### src/rtl/laps_pkg.sv
package laps_pkg;
  localparam logic [7:0] FLAG_OCT = 8'h7E;
  localparam logic [7:0] ESC_OCT  = 8'h7D;
  localparam logic [7:0] ESC_FLIP = 8'h20;

  typedef enum logic [2:0] {
    ST_IDLE, ST_ADDR, ST_CTRL, ST_SAPH, ST_SAPL, ST_PAY, ST_FCS, ST_CLOSE
  } enc_state_t;

  function automatic logic [31:0] crc_step(input logic [31:0] crc,
                                           input logic [7:0] d,
                                           input logic [31:0] poly);
    logic [31:0] c;
    c = crc ^ {24'd0, d};
    for (int k = 0; k < 8; k++)
      c = c[0] ? ((c >> 1) ^ poly) : (c >> 1);
    return c;
  endfunction
endpackage

### src/rtl/laps_scrambler.sv
module laps_scrambler #(
  parameter int LAG = 43,
  parameter int W   = 8
) (
  input  logic         clk,
  input  logic         rst,
  input  logic         step,
  input  logic [W-1:0] din,
  output logic [W-1:0] dout
);
  logic [LAG-1:0] hist_q, hist_n;

  always_comb begin
    hist_n = hist_q;
    dout   = '0;
    for (int i = 0; i < W; i++) begin
      dout[i] = din[i] ^ hist_n[LAG-1];
      hist_n  = {hist_n[LAG-2:0], dout[i]};
    end
  end

  always_ff @(posedge clk) begin
    if (rst)       hist_q <= '0;
    else if (step) hist_q <= hist_n;
  end
endmodule

### src/rtl/laps_fcs.sv
module laps_fcs #(
  parameter logic [31:0] POLY = 32'hEDB88320,
  parameter logic [31:0] INIT = 32'hFFFFFFFF
) (
  input  logic        clk,
  input  logic        rst,
  input  logic        clear,
  input  logic        step,
  input  logic [7:0]  din,
  output logic [31:0] crc_q
);
  always_ff @(posedge clk) begin
    if (rst || clear) crc_q <= INIT;
    else if (step)    crc_q <= laps_pkg::crc_step(crc_q, din, POLY);
  end
endmodule

### src/rtl/laps_escaper.sv
module laps_escaper (
  input  logic       clk,
  input  logic       rst,
  input  logic       raw_valid,
  input  logic [7:0] raw_data,
  input  logic       raw_flag,
  output logic       raw_ready,
  input  logic       out_ready,
  output logic       out_valid,
  output logic [7:0] out_data,
  output logic       pend
);
  import laps_pkg::*;

  logic       slot_free;
  logic [7:0] pend_byte;
  logic       needs_esc;

  assign slot_free = !out_valid || out_ready;
  assign raw_ready = slot_free && !pend;
  assign needs_esc = !raw_flag && (raw_data == FLAG_OCT || raw_data == ESC_OCT);

  always_ff @(posedge clk) begin
    if (rst) begin
      out_valid <= 1'b0;
      out_data  <= '0;
      pend      <= 1'b0;
      pend_byte <= '0;
    end else if (slot_free) begin
      if (pend) begin
        out_data  <= pend_byte;
        out_valid <= 1'b1;
        pend      <= 1'b0;
      end else if (raw_valid) begin
        out_valid <= 1'b1;
        if (needs_esc) begin
          out_data  <= ESC_OCT;
          pend      <= 1'b1;
          pend_byte <= raw_data ^ ESC_FLIP;
        end else begin
          out_data <= raw_data;
        end
      end else begin
        out_valid <= 1'b0;
      end
    end
  end

  assert_esc_lead_R6: assert property (@(posedge clk) disable iff (rst)
    pend |-> (out_valid && out_data == ESC_OCT));

  assert_esc_second_R7: assert property (@(posedge clk) disable iff (rst)
    (pend && out_ready) |=> (out_valid && (out_data == 8'h5E || out_data == 8'h5D)));

  assert_out_stable_R9: assert property (@(posedge clk) disable iff (rst)
    (out_valid && !out_ready) |=> (out_valid && $stable(out_data)));
endmodule

### src/rtl/laps_encap.sv
module laps_encap #(
  parameter int          SCR_LAG   = 43,
  parameter logic [31:0] CRC_POLY  = 32'hEDB88320,
  parameter int          FCS_BYTES = 4
) (
  input  logic        clk,
  input  logic        rst,
  input  logic [7:0]  cfg_addr,
  input  logic [7:0]  cfg_ctrl,
  input  logic [15:0] cfg_sapi,
  input  logic [7:0]  in_data,
  input  logic        in_valid,
  input  logic        in_last,
  output logic        in_ready,
  output logic [7:0]  out_data,
  output logic        out_valid,
  input  logic        out_ready
);
  import laps_pkg::*;

  localparam int IDX_W = (FCS_BYTES > 1) ? $clog2(FCS_BYTES) : 1;

  enc_state_t       state_q;
  logic [IDX_W-1:0] fcs_idx_q;
  logic             raw_valid, raw_flag, raw_ready, fire, pend;
  logic [7:0]       raw_data, scr_byte, fcs_din;
  logic [31:0]      crc_q;
  logic             fcs_step, fcs_clear, scr_step, in_hdr;

  laps_scrambler #(.LAG(SCR_LAG), .W(8)) u_scr (
    .clk(clk), .rst(rst), .step(scr_step), .din(in_data), .dout(scr_byte)
  );

  laps_fcs #(.POLY(CRC_POLY)) u_fcs (
    .clk(clk), .rst(rst), .clear(fcs_clear), .step(fcs_step),
    .din(fcs_din), .crc_q(crc_q)
  );

  laps_escaper u_esc (
    .clk(clk), .rst(rst), .raw_valid(raw_valid), .raw_data(raw_data),
    .raw_flag(raw_flag), .raw_ready(raw_ready), .out_ready(out_ready),
    .out_valid(out_valid), .out_data(out_data), .pend(pend)
  );

  always_comb begin
    raw_valid = 1'b1;
    raw_flag  = 1'b0;
    raw_data  = '0;
    case (state_q)
      ST_IDLE:  begin raw_valid = in_valid; raw_flag = 1'b1; raw_data = FLAG_OCT; end
      ST_ADDR:  raw_data = cfg_addr;
      ST_CTRL:  raw_data = cfg_ctrl;
      ST_SAPH:  raw_data = cfg_sapi[15:8];
      ST_SAPL:  raw_data = cfg_sapi[7:0];
      ST_PAY:   begin raw_valid = in_valid; raw_data = scr_byte; end
      ST_FCS:   raw_data = ~crc_q[8*fcs_idx_q +: 8];
      default:  begin raw_flag = 1'b1; raw_data = FLAG_OCT; end
    endcase
  end

  assign fire      = raw_valid && raw_ready;
  assign in_ready  = (state_q == ST_PAY) && raw_ready;
  assign in_hdr    = (state_q == ST_ADDR) || (state_q == ST_CTRL) ||
                     (state_q == ST_SAPH) || (state_q == ST_SAPL);
  assign fcs_clear = fire && (state_q == ST_IDLE);
  assign fcs_step  = fire && (in_hdr || state_q == ST_PAY);
  assign fcs_din   = (state_q == ST_PAY) ? in_data : raw_data;
  assign scr_step  = fire && (state_q == ST_PAY);

  always_ff @(posedge clk) begin
    if (rst) begin
      state_q   <= ST_IDLE;
      fcs_idx_q <= '0;
    end else if (fire) begin
      case (state_q)
        ST_IDLE: state_q <= ST_ADDR;
        ST_ADDR: state_q <= ST_CTRL;
        ST_CTRL: state_q <= ST_SAPH;
        ST_SAPH: state_q <= ST_SAPL;
        ST_SAPL: state_q <= ST_PAY;
        ST_PAY: if (in_last) begin
          state_q   <= ST_FCS;
          fcs_idx_q <= '0;
        end
        ST_FCS: begin
          if (fcs_idx_q == IDX_W'(FCS_BYTES - 1)) state_q <= ST_CLOSE;
          fcs_idx_q <= fcs_idx_q + 1'b1;
        end
        default: state_q <= ST_IDLE;
      endcase
    end
  end

  assert_reset_idle_R1: assert property (@(posedge clk) disable iff (rst)
    $past(rst) |-> (!out_valid && !in_ready));

  assert_open_flag_R2: assert property (@(posedge clk) disable iff (rst)
    (state_q == ST_IDLE && fire) |=> (out_valid && out_data == FLAG_OCT && state_q == ST_ADDR));

  assert_hdr_no_input_R3: assert property (@(posedge clk) disable iff (rst)
    in_hdr |-> !in_ready);

  assert_esc_blocks_input_R8: assert property (@(posedge clk) disable iff (rst)
    pend |-> !in_ready);
endmodule

### config.mk
export PLATFORM = sky130hd
export DESIGN_NAME = laps_encap
export DESIGN_NICKNAME = d
export VERILOG_FILES = /design/src/rtl/laps_pkg.sv /design/src/rtl/laps_scrambler.sv /design/src/rtl/laps_fcs.sv /design/src/rtl/laps_escaper.sv /design/src/rtl/laps_encap.sv
export SDC_FILE = /design/constraint.sdc
export NUM_CORES = 1
export LEC_CHECK = 0
export BUFFER_PORTS_ARGS = -buffer_cell sky130_fd_sc_hd__buf_2
export CAP_MARGIN = 20
export CORE_MARGIN = 1
export CORE_UTILIZATION = 50
export DETAILED_ROUTE_END_ITERATION = 7
export PLACE_DENSITY = 0.76
export REMOVE_ABC_BUFFERS = 1
export SLEW_MARGIN = 20
export SYNTH_ARGS = -nofsm -noshare
export SYNTH_HDL_FRONTEND = slang
export SYNTH_SLANG_ARGS = --single-unit
### constraint.sdc
create_clock -name clk -period 6.65 [get_ports clk]
set_input_delay 0.665 -clock clk [delete_from_list [all_inputs] [get_ports clk]]
set_output_delay 0.665 -clock clk [all_outputs]
set_load 0.02 [all_outputs]
==> flow_summary.ini <==
[setup_path]
crit_type = reg -> reg
critical_path_arrival_ns = 3.84
cp-end-kind = register
cp_max_fo = 26
critPathRequiredTime_ns = 6.96
worstSetupStartpointType = register

[cts]
worstSkewPairLatency_ns = 0.39
clock_path_buffers = 2
clock-sinks = 98
cts_tree = done
htreeDepth = 3
cts_buffers = 9
clock-root-buffer = clkbuf_8
post_cts_resized = 0
postCtsSetupBuffers = 0
ctsHoldBuffers = 0
clk_pin_slew_worst_paths_ns = 0.11

[final_layout]
nets = 707
layout-drive-gt1-share_pct = 15.8
diodes = 0
syn_to_final_growth_pct = 9.84

[sta]
fmax_mhz = 284
setup_viol = 0
drv_slew = 0
setup_tns_ns = 0
finalHoldViolations = 0
relSlewSlack_pct = 41.8
fin_crit_sh_pct = 53.0
min_period_ns = 3.52
grt_setup_unrepaired = false
setup_slack_ns = 3.13
finClkSkew_ns = 0.0176
worstMarginPinSlew_ns = 0.867

[floorplan]
ios = 55
core-area_mm2 = 0.0103
die_area_mm2 = 0.0109
die_h_um = 105
rows = 37
die_w_um = 105
initial_core_util_pct = 51.1

[drt]
routedWlPerCell_um = 16.2
drt_iter0_drc = 356
vias = 4552
antenna_left = 0
drt-total-wl_um = 13000
drtPass1Iterations = 7
drc = 0
avgViaCountPerCell = 5.68

[min_path]
hp-class = reg -> reg

[logic_synthesis]
synthTopCellsByArea = dfxtp_1, nand2_1, xnor2_1, a21oi_1, nor2_1
syn-instance-count = 631
ys_seq_area_share_pct = 37.3
synth_area_per_cell_um2 = 8.33
synth_flop_cell = dfxtp_1
synth_cell_types = 59
synth_top_area_share_pct = 37.3
ys_async_sr_fraction_pct = 0
synth_edf_count = 0
synth_warnings = 0
synth.cell_area_mm2 = 0.00525
yosysTopAreaCell = dfxtp_1
synth_seq_cells = 98

[placed_design]
port_buffers = 54
hpwl_um = 9270
routabilityCongestion = 0.879
place_ws_ns = 3.23

[power]
ir_drop_mv = 0.218
power_density_mw_per_mm2 = 372
p_leak_nw = 2.13

[grt]
grt_pass1_vias = 4242
grt_max_degree = 67
overflow = 0
antenna_found_initial = 0
grtUsageTotal_pct = 24.7
grt_pass1_wl_um = 21200

[outcome]
status = completed

[flow_run]
max_cap_viol_count = 0
## flip-flops by register name, indices dropped and copies added (netlist names)
signal,count
fcs_idx_q,2
state_q,3
u_esc.out_data,8
u_esc.out_valid,1
u_esc.pend,1
u_esc.pend_byte,8
u_fcs.crc_q,32
u_scr.hist_q,43
## layer usage
layer	wire length [µm]	vias up	track usage, %	part of all wire [%]
li1	-	2213	-	-
met1	5680	2150	32.2	44
met2	6190	164	39.7	48
met3	796	25	4.76	6.1
met4	333	0	10.6	2.6
met5	0	-	0	0
## cell families after synthesis
| logic type | Yosys count | synth area share [%] |
|---|---|---|
| and+or+nand+nor | 243 | 20.0 |
| AOI/OAI and AO/OA | 145 | 17.5 |
| DFF | 98 | 37.3 |
| xor gates and xnor gates | 77 | 15.4 |
| buffers and inverters | 47 | 3.81 |
| muxes | 20 | 5.74 |
| adders and majority gates | 1 | 0.238 |
## worst paths after layout
path / end / slack [ns] / cells after the start / startpoint
hold reg to reg: u_scr.hist_q[24] / 0.44 / 2 / u_scr.hist_q[16]
hold / removal: u_scr.hist_q[24] / 0.44 / 2 / u_scr.hist_q[16]
setup reg to reg: u_fcs.crc_q[26] / 3.13 / 10 / state_q[0]
setup / recovery: u_fcs.crc_q[26] / 3.13 / 10 / state_q[0]
## cell type report
class / instances / area [µm²]
fillers: 932 / 4510
flip-flops and latches: 98 / 1960
repair buffers: 61 / 323
clock inverters: 6 / 56.3
clock buffers: 10 / 128
inverters: 5 / 18.8
well taps: 136 / 170
multi-input cells: 486 / 3110
## placed cells by master (no fill, tap or decap), types with 4 or more instances in the layout
master and n:
o211ai_1 24, xnor2_1 46, nand2b_1 6, nand2_1 112
clkbuf_8 9, and2_1 6, buf_2 54, mux2i_1 11
xor2_1 21, a211oi_1 13, mux4_2 8, nand3_1 4
nor2_1 79, buf_4 7, dfxtp_1 98, a21oi_1 64
nor2b_1 6, and3_1 4, o21ai_0 13, o21ai_1 4
nand3b_1 4, inv_1 5, nor3_1 11
## cells in the mapped netlist, types with 5 or more instances
master / count
a211oi_1: 13
a21oi_1: 65
and2_1: 6
buf_2: 7
clkbuf_1: 31
dfxtp_1: 98
inv_1: 5
mux2i_1: 11
mux4_2: 8
nand2_1: 113
nand2b_1: 6
nor2_1: 79
nor2b_1: 6
nor3_1: 11
o211ai_1: 24
o21ai_0: 13
xnor2_1: 46
xor2_1: 21
## power breakdown
| group | leakage [nW] | switching [mW] | internal [mW] |
|---|---|---|---|
| registers | 0.796 | 0.0637 | 0.644 |
| logic | 1.25 | 0.601 | 0.464 |
| clock network | 0.0913 | 0.229 | 0.145 |
## per-stage QoR
stage          total power [mW]  hold slack, ns  utilization [%]  cells  instance area, µm²
2_1_floorplan              1.54           0.426                -    589                5070
3_3_place_gp               1.75           0.436             54.3    786                5580
5_1_grt                    2.27           0.462             56.1    802                5770
6_report                   2.15           0.441             56.1    802                5770
3_5_place_dp               1.77           0.444             54.4    786                5590
4_1_cts                    2.15           0.443             56.1    802                5770
## critical path: stages (launching register included)
cell       delay [ns]
dfxtp_1          0.63
buf_4            0.36
nor2b_1          0.25
and2_1           0.26
a2111oi_4        0.10
xnor2_2          0.43
xor3_2           0.52
xor3_2           0.34
xor2_2           0.19
and3_4           0.20
nor3_2           0.16
Power figures use the tool's default switching activity.
